==> src/rtl/tmr16_pkg.sv <==
package tmr16_pkg;

    typedef enum logic [1:0] {
        MODE_INTERVAL = 2'd0,
        MODE_FREERUN  = 2'd1,
        MODE_PULSEW   = 2'd2,
        MODE_RSVD     = 2'd3
    } tmr_mode_e;

    localparam int OPT_FLAG_BIT = 0;
    localparam int OPT_SEL_BASE = 4;
    localparam int BUS_AW       = 3;

    typedef struct packed {
        logic              en;
        logic [BUS_AW-1:0] addr;
        logic [7:0]        data;
        logic [7:0]        mask;
    } bus_wr_t;

    function automatic logic [7:0] merge_byte(input logic [7:0] old_b,
                                              input logic [7:0] new_b,
                                              input logic [7:0] mask);
        return (old_b & ~mask) | (new_b & mask);
    endfunction

    function automatic logic flag_mode(input tmr_mode_e m);
        return (m == MODE_FREERUN) || (m == MODE_PULSEW);
    endfunction

    function automatic logic capture_active(input logic sel, input tmr_mode_e m);
        return sel && (m == MODE_FREERUN);
    endfunction

endpackage

==> src/rtl/tmr16_counter.sv <==
module tmr16_counter
    import tmr16_pkg::*;
#(
    parameter int CNT_W   = 16,
    parameter int NUM_CH  = 2
) (
    input  logic             clk,
    input  logic             rst,
    input  logic             en,
    input  tmr_mode_e        mode,
    input  bus_wr_t          wr,
    input  logic [CNT_W-1:0] ccr0,
    output logic [CNT_W-1:0] cnt,
    output logic             wrap,
    output logic             irq
);
    localparam int NB       = CNT_W / 8;
    localparam int CNT_BASE = 1 + NUM_CH * NB;

    logic [CNT_W-1:0] cnt_q, cnt_wdata, cnt_d;
    logic             wr_hit;

    always_comb begin
        wr_hit    = 1'b0;
        cnt_wdata = cnt_q;
        for (int b = 0; b < NB; b++) begin
            if (wr.en && wr.addr == BUS_AW'(CNT_BASE + b)) begin
                wr_hit = 1'b1;
                cnt_wdata[b*8 +: 8] = merge_byte(cnt_q[b*8 +: 8], wr.data, wr.mask);
            end
        end
    end

    always_comb begin
        if (!en)                                       cnt_d = '0;
        else if (wr_hit)                               cnt_d = cnt_wdata;
        else if (mode == MODE_INTERVAL && cnt_q == ccr0) cnt_d = '0;
        else                                           cnt_d = cnt_q + 1'b1;
    end

    assign wrap = en && !wr_hit && (cnt_q == {CNT_W{1'b1}}) && flag_mode(mode);

    always_ff @(posedge clk) begin
        if (rst) begin
            cnt_q <= '0;
            irq   <= 1'b0;
        end else begin
            cnt_q <= cnt_d;
            irq   <= wrap;
        end
    end

    assign cnt = cnt_q;

    assert_hold_zero_R10: assert property (@(posedge clk) disable iff (rst)
        !en |=> cnt_q == '0);
    assert_irq_single_R3: assert property (@(posedge clk) disable iff (rst)
        irq |=> !irq);
    assert_irq_mode_R3: assert property (@(posedge clk) disable iff (rst)
        irq |-> $past(flag_mode(mode)));

endmodule

==> src/rtl/tmr16_optreg.sv <==
module tmr16_optreg
    import tmr16_pkg::*;
#(
    parameter int NUM_CH = 2
) (
    input  logic              clk,
    input  logic              rst,
    input  logic              en,
    input  bus_wr_t           wr,
    input  logic              wrap,
    output logic [NUM_CH-1:0] sel,
    output logic              ovf,
    output logic [7:0]        opt_byte
);
    logic wr_opt, clr_req;

    assign wr_opt  = wr.en && (wr.addr == '0);
    assign clr_req = wr_opt && wr.mask[OPT_FLAG_BIT] && !wr.data[OPT_FLAG_BIT];

    always_ff @(posedge clk) begin
        if (rst) begin
            ovf <= 1'b0;
            sel <= '0;
        end else begin
            if (!en)          ovf <= 1'b0;
            else if (wrap)    ovf <= 1'b1;
            else if (clr_req) ovf <= 1'b0;
            for (int i = 0; i < NUM_CH; i++) begin
                if (!en && wr_opt && wr.mask[OPT_SEL_BASE+i])
                    sel[i] <= wr.data[OPT_SEL_BASE+i];
            end
        end
    end

    always_comb begin
        opt_byte = 8'h00;
        opt_byte[OPT_FLAG_BIT] = ovf;
        for (int i = 0; i < NUM_CH; i++) opt_byte[OPT_SEL_BASE+i] = sel[i];
    end

    assert_dis_clears_flag_R4: assert property (@(posedge clk) disable iff (rst)
        !en |=> !ovf);
    assert_flag_rise_from_wrap_R5: assert property (@(posedge clk) disable iff (rst)
        $rose(ovf) |-> $past(wrap));
    assert_set_wins_R6: assert property (@(posedge clk) disable iff (rst)
        wrap |=> ovf);
    assert_sel_locked_R7: assert property (@(posedge clk) disable iff (rst)
        $past(en) |-> $stable(sel));

endmodule

==> src/rtl/tmr16_channel.sv <==
module tmr16_channel
    import tmr16_pkg::*;
#(
    parameter int CNT_W  = 16,
    parameter int IDX    = 0
) (
    input  logic             clk,
    input  logic             rst,
    input  logic             en,
    input  tmr_mode_e        mode,
    input  logic             sel,
    input  logic             cap_in,
    input  logic [CNT_W-1:0] cnt,
    input  bus_wr_t          wr,
    output logic [CNT_W-1:0] ccr,
    output logic             match
);
    localparam int NB      = CNT_W / 8;
    localparam int CH_BASE = 1 + IDX * NB;

    logic             cap_q, cap_rise, cap_on;
    logic [CNT_W-1:0] ccr_q, ccr_wdata;
    logic             wr_hit;

    assign cap_on   = capture_active(sel, mode);
    assign cap_rise = cap_in && !cap_q;

    always_comb begin
        wr_hit    = 1'b0;
        ccr_wdata = ccr_q;
        for (int b = 0; b < NB; b++) begin
            if (wr.en && wr.addr == BUS_AW'(CH_BASE + b)) begin
                wr_hit = 1'b1;
                ccr_wdata[b*8 +: 8] = merge_byte(ccr_q[b*8 +: 8], wr.data, wr.mask);
            end
        end
    end

    always_ff @(posedge clk) begin
        if (rst) begin
            ccr_q <= '0;
            cap_q <= 1'b0;
        end else begin
            cap_q <= cap_in;
            if (!en && sel)                   ccr_q <= '0;
            else if (en && cap_on && cap_rise) ccr_q <= cnt;
            else if (wr_hit && !sel)           ccr_q <= ccr_wdata;
        end
    end

    assign ccr   = ccr_q;
    assign match = en && !cap_on && (cnt == ccr_q);

    assert_cap_cleared_R9: assert property (@(posedge clk) disable iff (rst)
        (!en && sel) |=> ccr_q == '0);

endmodule

==> src/rtl/tmr16_ccsel.sv <==
module tmr16_ccsel
    import tmr16_pkg::*;
#(
    parameter int CNT_W  = 16,
    parameter int NUM_CH = 2
) (
    input  logic              clk,
    input  logic              rst,
    input  logic              enable_i,
    input  logic [1:0]        mode_i,
    input  logic [NUM_CH-1:0] capture_i,
    input  logic [BUS_AW-1:0] bus_addr_i,
    input  logic              bus_wr_i,
    input  logic [7:0]        bus_wdata_i,
    input  logic [7:0]        bus_wmask_i,
    output logic [7:0]        bus_rdata_o,
    output logic [NUM_CH-1:0] match_o,
    output logic              ovf_irq_o
);
    localparam int NB       = CNT_W / 8;
    localparam int CNT_BASE = 1 + NUM_CH * NB;

    tmr_mode_e         mode;
    bus_wr_t           wr;
    logic [CNT_W-1:0]  cnt;
    logic [CNT_W-1:0]  ccr [NUM_CH];
    logic [NUM_CH-1:0] sel;
    logic              wrap, ovf;
    logic [7:0]        opt_byte;

    assign mode = tmr_mode_e'(mode_i);
    assign wr   = '{en: bus_wr_i, addr: bus_addr_i, data: bus_wdata_i, mask: bus_wmask_i};

    tmr16_counter #(.CNT_W(CNT_W), .NUM_CH(NUM_CH)) u_counter (
        .clk(clk), .rst(rst), .en(enable_i), .mode(mode), .wr(wr),
        .ccr0(ccr[0]), .cnt(cnt), .wrap(wrap), .irq(ovf_irq_o)
    );

    tmr16_optreg #(.NUM_CH(NUM_CH)) u_optreg (
        .clk(clk), .rst(rst), .en(enable_i), .wr(wr), .wrap(wrap),
        .sel(sel), .ovf(ovf), .opt_byte(opt_byte)
    );

    for (genvar g = 0; g < NUM_CH; g++) begin : g_ch
        tmr16_channel #(.CNT_W(CNT_W), .IDX(g)) u_ch (
            .clk(clk), .rst(rst), .en(enable_i), .mode(mode), .sel(sel[g]),
            .cap_in(capture_i[g]), .cnt(cnt), .wr(wr),
            .ccr(ccr[g]), .match(match_o[g])
        );
    end

    always_comb begin
        bus_rdata_o = 8'h00;
        if (bus_addr_i == '0) bus_rdata_o = opt_byte;
        for (int c = 0; c < NUM_CH; c++)
            for (int b = 0; b < NB; b++)
                if (bus_addr_i == BUS_AW'(1 + c*NB + b)) bus_rdata_o = ccr[c][b*8 +: 8];
        for (int b = 0; b < NB; b++)
            if (bus_addr_i == BUS_AW'(CNT_BASE + b)) bus_rdata_o = cnt[b*8 +: 8];
    end

    assert_irq_flag_R3: assert property (@(posedge clk) disable iff (rst)
        ovf_irq_o |-> ovf);

endmodule

==> config.mk <==
export PLATFORM = sky130hd
export DESIGN_NAME = tmr16_ccsel
export DESIGN_NICKNAME = d
export VERILOG_FILES = /design/src/rtl/tmr16_pkg.sv /design/src/rtl/tmr16_counter.sv /design/src/rtl/tmr16_optreg.sv /design/src/rtl/tmr16_channel.sv /design/src/rtl/tmr16_ccsel.sv
export SDC_FILE = /design/constraint.sdc
export NUM_CORES = 1
export LEC_CHECK = 0
export BUFFER_PORTS_ARGS = -buffer_cell sky130_fd_sc_hd__clkbuf_2
export CORE_AREA = 4 4 88 90
export CTS_CLUSTER_DIAMETER = 80
export DETAILED_ROUTE_END_ITERATION = 6
export DIE_AREA = 0 0 92 94
export PLACE_DENSITY_LB_ADDON = 0.05
export SLEW_MARGIN = 25
export SYNTH_ARGS = -nofsm -noshare
export SYNTH_HDL_FRONTEND = slang
export SYNTH_SLANG_ARGS = --single-unit
==> constraint.sdc <==
create_clock -name clk -period 4.24 [get_ports clk]
set_clock_uncertainty 0.1 [all_clocks]
set_input_delay 0.636 -clock clk [delete_from_list [all_inputs] [get_ports clk]]
set_output_delay 0.636 -clock clk [all_outputs]
set_load 0.02 [all_outputs]
# After elaboration in Yosys (flattened, before gate mapping)
# Index checks and enable logic that the tools add are counted.
dict set report totals {
  ram_bits 0
  latch_bits 0
  out_inout_bits 11
  mem_bits_ro 0
  n_memories 0
  register_bits 54
}
dict set report classes {
  add_sub_neg 1
  mux 27
  n_div 0
  n_bitwise 15
  n_shift 0
  n_reduce_logical 58
  n_mul 0
  n_eq_ne 13
  order_cmp 0
}
# cell count
set op_table {}
lappend op_table {{16-bit two-way mux} 6}
lappend op_table {{8-bit two-way mux} 12}
lappend op_table {{8-bit bitwise AND} 7}
lappend op_table {{8-bit OR} 6}
lappend op_table {{16-bit equality test} 2}
lappend op_table {{1-bit logical AND} 32}
lappend op_table {{16-bit by 1-bit adder with 16-bit output (second input constant)} 1}
lappend op_table {{16-bit equality test (second input constant)} 1}
lappend op_table {{2-bit nonzero test} 7}
lappend op_table {{3-bit equality test (second input constant)} 3}
lappend op_table {{1-bit zero test} 9}
lappend op_table {{1-bit two-way mux} 8}
lappend op_table {{8-bit NOT} 1}
lappend op_table {{2-bit AND reduction} 4}
lappend op_table {{3-bit by 2-bit equality test with 1-bit output (second input constant)} 2}
lappend op_table {{6-bit two-way mux} 1}
lappend op_table {{2-bit OR reduction} 3}
lappend op_table {{2-bit != test (second input constant)} 2}
lappend op_table {{3-bit by 1-bit equality test with 1-bit output (second input constant)} 1}
lappend op_table {{3-bit zero test} 1}
lappend op_table {{2-bit by 1-bit equality test with 1-bit output (second input constant)} 1}
lappend op_table {{2-bit equality test (second input constant)} 1}
lappend op_table {{2-bit zero test} 1}
lappend op_table {{1-bit logical OR} 1}
lappend op_table {{1-bit NOT} 1}

# Logic depth before layout (Yosys ltp)
# Gate-level depths: netlist (run 1).
dict set report depth {
  ltp_word 9
  mapped_depth 10
  depth_no_buf 7
}

# Hierarchy
# Synthesis (run 1) repeated with hierarchy kept, for this count alone.
dict set report hier_totals {
  hier_cells 547
  area_unflattened_um2 4664.5
}
# module instances area_per_inst_um2 cells_each
set modules_own_cells {}
lappend modules_own_cells {tmr16_counter 1 1551.5 200}
lappend modules_own_cells {{tmr16_channel at g_ch[1].u_ch} 1 1157.4 122}
lappend modules_own_cells {{tmr16_channel at g_ch[0].u_ch} 1 1072.3 120}
lappend modules_own_cells {tmr16_ccsel 1 664.4 79}
lappend modules_own_cells {tmr16_optreg 1 219.0 26}

# Least setup slack after synthesis (run 1)
# OpenSTA, ideal clock, no wires.
dict set report synth_path {
  kind {input-to-output}
  start {input bus_addr_i[0]}
  end {output bus_rdata_o[4]}
  required_ns 3.504
  arrival_ns 1.728
  setup_slack_ns 1.776
  cell_stages 4
  path_cell_list {buf_2 buf_2 mux4_2 mux2_2}
}
dict set report synth_via {
  elab_chain_cells 8
}
# element line
set synth_rtl {}
lappend synth_rtl {{start, declared} tmr16_ccsel.sv:12} ;# input logic [BUS_AW-1:0] bus_addr_i,
lappend synth_rtl {{3-bit zero test} tmr16_ccsel.sv:54} ;# if (bus_addr_i == '0) bus_rdata_o = opt_byte;
lappend synth_rtl {{6-bit two-way mux} tmr16_ccsel.sv:54}
lappend synth_rtl {{8-bit two-way mux (4 in series)} tmr16_ccsel.sv:57} ;# if (bus_addr_i == BUS_AW'(1 + c*NB + b)) bus_rdata_o = ccr[c][b*8 +: 8];
lappend synth_rtl {{8-bit two-way mux} tmr16_ccsel.sv:59} ;# if (bus_addr_i == BUS_AW'(CNT_BASE + b)) bus_rdata_o = cnt[b*8 +: 8];
lappend synth_rtl {{8-bit two-way mux (*)} tmr16_ccsel.sv:59}
lappend synth_rtl {{end, declared} tmr16_ccsel.sv:16} ;# output logic [7:0] bus_rdata_o,
# Every way passes the cells marked *; elsewhere a longest branch is shown, timed or not.

==> results of run 1 <==
-- cell usage in the layout, fill, tap and decap left out, types with 4 or more instances in the layout --
cell type / instances
mux2_2: 8
o21ai_0: 35
xnor2_1: 13
xor2_1: 31
o22ai_1: 4
nand3_1: 10
nor4_1: 9
or3_1: 4
dfxtp_1: 54
o21a_1: 8
o211ai_1: 9
nand2b_1: 15
nor3_1: 5
clkbuf_2: 37
o32ai_1: 4
a211oi_1: 14
nor2b_1: 4
inv_1: 6
clkbuf_8: 6
o21bai_1: 16
nor2_1: 67
or2b_1: 4
mux2i_1: 20
nand2_1: 20
and3_1: 17
a21oi_1: 54
nand4_1: 6
a221oi_1: 5
buf_4: 11
-- layout make-up --
| type | count | area (um2) | share of cell area |
|---|---|---|---|
| Inverter | 7 | 26.3 | 0.00602 |
| Clock buffer | 6 | 82.6 | 0.0189 |
| Tap cell | 99 | 124 | 0.0284 |
| Clock inverter | 2 | 60.1 | 0.0138 |
| Multi-Input combinational cell | 413 | 2720 | 0.624 |
| Sequential cell | 54 | 1080 | 0.248 |
| Timing Repair Buffer | 48 | 268 | 0.0614 |
-- cells in the mapped netlist, drive strengths merged, types with 9 or more instances --
cell type / count / area share
o21ai: 35 / 0.043
and3: 17 / 0.026
o21bai: 16 / 0.029
o211ai: 9 / 0.017
a211oi: 14 / 0.026
nor4: 10 / 0.017
a21oi: 55 / 0.067
xnor2: 13 / 0.028
mux2i: 20 / 0.049
nand2: 21 / 0.020
nand3: 10 / 0.012
nand2b: 16 / 0.025
buf: 33 / 0.054
dfxtp: 54 / 0.26
xor2: 31 / 0.066
clkbuf: 13 / 0.012
nor2: 68 / 0.064
-- worst max-delay path by stage --
stage / end / slack, ns / depth (start not counted)
2_1_floorplan: bus_rdata_o[4] / 1.78 / 4
3_3_place_gp: flip-flop / 1.11 / 6
3_5_place_dp: flip-flop / 1.02 / 6
4_1_cts: match_o[0] / 1.04 / 5
5_1_grt: match_o[0] / 0.86 / 5
6_report: match_o[0] / 0.92 / 5
-- where the power goes --
group	switching, mW	internal, mW
clock network	0.193	0.252
logic	0.135	0.0716
registers	0.0181	0.519
-- per-layer routing --
metal  up-vias  share of wire  GRT usage
li1       1889              -          -
met1      1952           0.41      0.408
met2       228           0.47      0.516
met3        32          0.093     0.0585
met4         0          0.028      0.109
met5         -              0          0
-- stage by stage --
| step | cell area (um2) | worst slack, ns | hold slack, ns | utilization |
|---|---|---|---|---|
| after global placement | 4220 | 1.11 | 0.391 | 0.597 |
| after floorplan | 4090 | 1.78 | 0.340 | - |
| final | 4360 | 0.918 | 0.440 | 0.618 |
| after detailed placement | 4220 | 1.02 | 0.416 | 0.597 |
| after CTS | 4360 | 1.04 | 0.431 | 0.618 |
| after global routing | 4360 | 0.857 | 0.447 | 0.618 |
-- cell families (layout without fill, tap and decap cells) --
group / count (synthesis) / count (layout) / share of synthesized area
compound gates: 159 / 159 / 0.245
xor+xnor: 44 / 44 / 0.0942
fa+ha+maj: 3 / 3 / 0.00918
buf+inv: 53 / 63 / 0.0725
flops: 54 / 54 / 0.264
mux: 31 / 31 / 0.0884
simple gates: 176 / 176 / 0.226
-- worst min-delay path, cell delays in order (launching register included) --
cell and delay, ns:
dfxtp_1 0.34, o41ai_1 0.08, a21oi_1 0.07
==> flow_summary_export.csv, run 1 <==
group,metric,value,unit
placed_design,io_buffers,37,
synthesis,syn-cell-area,0.00409,mm2
clock_network,clock_latency,0.32,ns
clock_network,cts_max_path_buffers,2,
timing,setup_viol,0,
setup_path,cp_max_fo,10,
placed_design,dp_cells,621,
status,status,"completed",
global_routing,antenna_found_initial,0,
placed_design,gp_congestion,0.909,
timing,slew_viol_final,0,
timing,hold_violations,0,
final_layout,diodes,0,
min_path,min_path_type,"flip-flop to flip-flop",
timing,slew_headroom,0.404,
synthesis,synthesis.nets,550,
final_layout,drive_gt1_frac,0.147,
route,wl_per_cell,21.3,um
final_layout,area_growth,6.67,%
route,num_vias,4101,
setup_path,path_class,"flip-flop to primary output",
synthesis,synth_edf_count,0,
clock_network,ctsResizeCount,0,
synthesis,synth_area_per_cell,7.87,um2
synthesis,synth_cells,520,
global_routing,gr-total-overflow,0,
clock_network,cts_buffers,5,
setup_path,slowest_delay,0.59,ns
final_layout,layout.nets,559,
setup_path,slowest_stage,"dfxtp_1",
setup_path,reg2reg_slack,1.78,ns
timing,fmax,301,MHz
global_routing,grt_max_degree,27,
route,routed_wl,13400,um
timing,fin_crit_sh,0.783,
pwr,leakagePower,1.91,nW
global_routing,grt_pass1_wl,21000,um
global_routing,grt_usage,0.312,
clock_network,cts.clk_slew.worst_paths,0.11,ns
setup_path,crit_chain,"xor2_1 -> nor4_1 -> nand4_2 -> a211oi_1 -> clkbuf_2",
clock_network,cts_tree,"yes",
synthesis,synth_seq_cells,54,
global_routing,grt_pass1_vias,3874,
clock_network,htreeDepth,2,
floorplanning,core_area,0.00706,mm2
clock_network,cts_setup_buffers,0,
route,ant_nets,0,
min_path,whs_path_depth,2,
route,dr.pass1.iters,5,
route,dr.first_iter.drc_count,352,
final_layout,fillers,670,
setup_path,critPathArrivalTime,2.59,ns
floorplanning,io_pins,38,
setup_path,cp_num_buf_inv,1,
route,drc_errors,0,
final_layout,instances_no_fill,629,
synthesis,ys_warn_count,0,
synthesis,synth_cell_types,53,
route,via_per_inst,6.52,
placed_design,dpl.hpwl,9450,um
timing,grt_setup_unrepaired,"no",
clock_network,cts.sinks,54,
timing,min_period,3.32,ns
pwr,ir_worst_vdd,147,uV
job,maxCapViolCount,0,
clock_network,cts_hold_buf,0,
timing,tightest_slew,0.893,ns
setup_path,crit_path_start_kind,"flip-flop",
setup_path,critPathTopFamily,"simple AND/OR/NAND/NOR gates",
min_path,min-delay-start,"u_optreg.ovf$_SDFFE_PP0P_",
floorplanning,die_area,0.00865,mm2
floorplanning,die_w,92,um
synthesis,synthArstFlopShare,0,
floorplanning,rows,31,
synthesis,ys_seq_area_frac,0.264,
clock_network,root_buffer,"clkbuf_8",
setup_path,critPathCaptureType,"primary output",
setup_path,required,3.50,ns
pwr,power_density,272,mW/mm2
min_path,whs_endpoint,"u_optreg.ovf$_SDFFE_PP0P_",
timing,finalSetupTns,0,ns
pwr,power,1.19,mW
floorplanning,die_h,94,um
floorplanning,start_util,0.580,
setup_path,reg2reg_depth,5,
synthesis,synth_ff_type,"dfxtp_1",
(Power assumes the default switching activity.)
==> run 2, diff against run 1 <==
Settings changed: ABC_AREA set to 1.
Clock period 4.24 ns to 3.35 ns, I/O delays scaled along.
==> run 2 against run 1 <==
Critical path depth is 4 higher. Cell count is 29% higher. Clock power is 2% higher. Non-clock buffer count is 6 lower.
==> flow_summary_export.csv, run 2 <==
group,metric,value,unit
status,status,"completed",
synthesis,synth_top_area_frac,0.265,
clock_network,cts_hold_buf,0,
pwr,ir_worst_vdd,212,uV
timing,setup_viol,0,
floorplanning,die_w,92,um
pwr,clockPowerShare,0.325,
clock_network,cts.sinks,54,
synthesis,synth_top_family_by_area,"simple AND/OR/NAND/NOR gates",
timing,hold_slack,0.285,ns
placed_design,dpl.hpwl,10500,um
global_routing,gr-total-overflow,0,
pwr,seq_power_share,0.488,
clock_network,cts_buffers,5,
global_routing,antenna_found_initial,0,
synthesis,synth_seq_cells,54,
synthesis,synth_area_per_cell,5.95,um2
synthesis,synth_cells,685,
timing,slew_headroom,0.506,
pwr,p_int,0.962,mW
global_routing,grt_max_degree,27,
clock_network,htreeDepth,2,
synthesis,synth-simple-area-share,0.342,
floorplanning,die_area,0.00865,mm2
setup_path,critPathCaptureType,"primary output",
clock_network,root_buffer,"clkbuf_8",
route,num_vias,4834,
final_layout,layout.nets,741,
final_layout,final_common_cell,"nand2_1",
placed_design,dp_cells,803,
synthesis,synth-compound-area-share,0.243,
setup_path,critPathArrivalTime,2.16,ns
timing,fmax,362,MHz
min_path,whs_path_depth,3,
route,ant_nets,0,
synthesis,synth.area.top_cells,"dfxtp_1, nand2_1, o21ai_0",
timing,tightest_slew,0.738,ns
synthesis,synthArstFlopShare,0,
setup_path,crit_path_start_kind,"flip-flop",
placed_design,gp_congestion,1.02,
final_layout,diodes,0,
min_path,min_path_type,"input port to flip-flop",
route,via_per_inst,5.96,
placed_design,placed_area,0.00431,mm2
route,routed_wl,14100,um
synthesis,ys_seq_area_frac,0.265,
global_routing,grt_usage,0.330,
timing,fin_crit_sh,0.826,
min_path,min-delay-start,"capture_i[1]",
route,dr.pass1.iters,6,
pwr,power_switching,0.431,mW
synthesis,synth_ff_type,"dfxtp_1",
pwr,power_density,316,mW/mm2
setup_path,required,2.75,ns
final_layout,final_core_util,0.625,
setup_path,cp_max_fo,6,
synthesis,synthTopCellsByCount,"nand2_1, o21ai_0, nor2_1",
clock_network,cts.clk_slew.worst_paths,0.10,ns
timing,min_period,2.77,ns
final_layout,final_area,0.00442,mm2
floorplanning,io_pins,38,
route,dr.first_iter.drc_count,571,
timing,grt_setup_unrepaired,"no",
min_path,whs_endpoint,"g_ch[1].u_ch.cap_q$_SDFF_PP0_",
timing,slew_viol_final,0,
floorplanning,die_h,94,um
floorplanning,rows,31,
synthesis,synthesis.nets,715,
final_layout,fillers,753,
timing,hold_violations,0,
route,wl_per_cell,17.4,um
synthesis,yosysMostFrequentCell,"nand2_1",
synthesis,yosys.area.top_type,"dfxtp_1",
final_layout,final_cell_mix,"nand2_1, o21ai_0, nor2_1",
final_layout,instances_no_fill,811,
synthesis,synthAdderAreaFrac,0.00921,
clock_network,cts_max_path_buffers,2,
clock_network,cts_setup_buffers,0,
floorplanning,start_util,0.577,
synthesis,synth_cell_types,35,
floorplanning,core_area,0.00706,mm2
route,drc_errors,0,
setup_path,path_class,"flip-flop to primary output",
final_layout,drive_gt1_frac,0.103,
clock_network,ctsResizeCount,0,
synthesis,synthXorXnorAreaFrac,0.0365,
final_layout,area_growth,8.35,%
placed_design,io_buffers,37,
clock_network,clock_latency,0.31,ns
synthesis,syn-cell-area,0.00408,mm2
timing,finalSetupTns,0,ns
job,maxCapViolCount,0,
synthesis,synth_edf_count,0,
synthesis,ys_warn_count,0,
synthesis,muxShareOfSynthArea,0,
setup_path,reg2reg_depth,9,
pwr,p_comb_frac,0.187,
pwr,leakagePower,1.96,nW
clock_network,cts_tree,"yes",
pwr,p_sw_frac,0.310,
setup_path,reg2reg_slack,0.87,ns
global_routing,grt_pass1_vias,4345,
global_routing,grt_pass1_wl,22400,um
run 2: stage by stage:
step,worst slack [ns],total power [mW]
after floorplan,1.32,0.860
after global placement,0.834,0.940
after detailed placement,0.735,0.945
after CTS,0.619,1.39
after global routing,0.484,1.45
final,0.584,1.39
run 2: power groups by stage:
stage                     combinational, mW  sequential, mW  clock [mW]
after CTS                             0.253           0.679       0.456
final                                 0.260           0.680       0.453
after global placement                0.246           0.693           0
after global routing                  0.286           0.682       0.484
after detailed placement              0.251           0.693           0
after floorplan                       0.177           0.683           0
run 2: layout make-up:
type	instances	area (um2)	area share
Clock buffer	7	76.3	0.0173
Timing Repair Buffer	42	223	0.0504
Inverter	82	308	0.0697
Multi-Input combinational cell	526	2570	0.583
Tap cell	99	124	0.0281
Clock inverter	1	30.0	0.00680
Sequential cell	54	1080	0.245
run 2: worst max path at each step:
stage              start    endpoint  depth (start not counted)
2_1_floorplan  mode_i[1]  match_o[1]                          8
3_3_place_gp   mode_i[1]   flip-flop                         10
3_5_place_dp   mode_i[1]   flip-flop                         10
4_1_cts        flip-flop  match_o[0]                          9
5_1_grt        flip-flop  match_o[0]                          9
6_report       flip-flop  match_o[0]                          9
run 2: worst max-delay path: stages (launching register included):
cell	delay, ns
dfxtp_1	0.54
inv_1	0.21
nand2_1	0.11
nand2_1	0.05
nor2_1	0.20
nand2_1	0.09
nor2_1	0.15
nand2_1	0.07
nor3_1	0.20
clkbuf_2	0.22
run 2: cells by family after synthesis:
logic type,count (synthesis)
DFF,54
buffers and inverters,105
xor gates and xnor gates,17
AOI/OAI and AO/OA,172
and+or+nand+nor,334
adders and majority gates,3
run 2: layer usage:
layer	vias to the layer above	global-route usage	routed length [um]
li1	2287	-	-
met1	2175	0.474	5800
met2	322	0.474	5880
met3	50	0.0697	1940
met4	0	0.142	516
met5	-	0	0
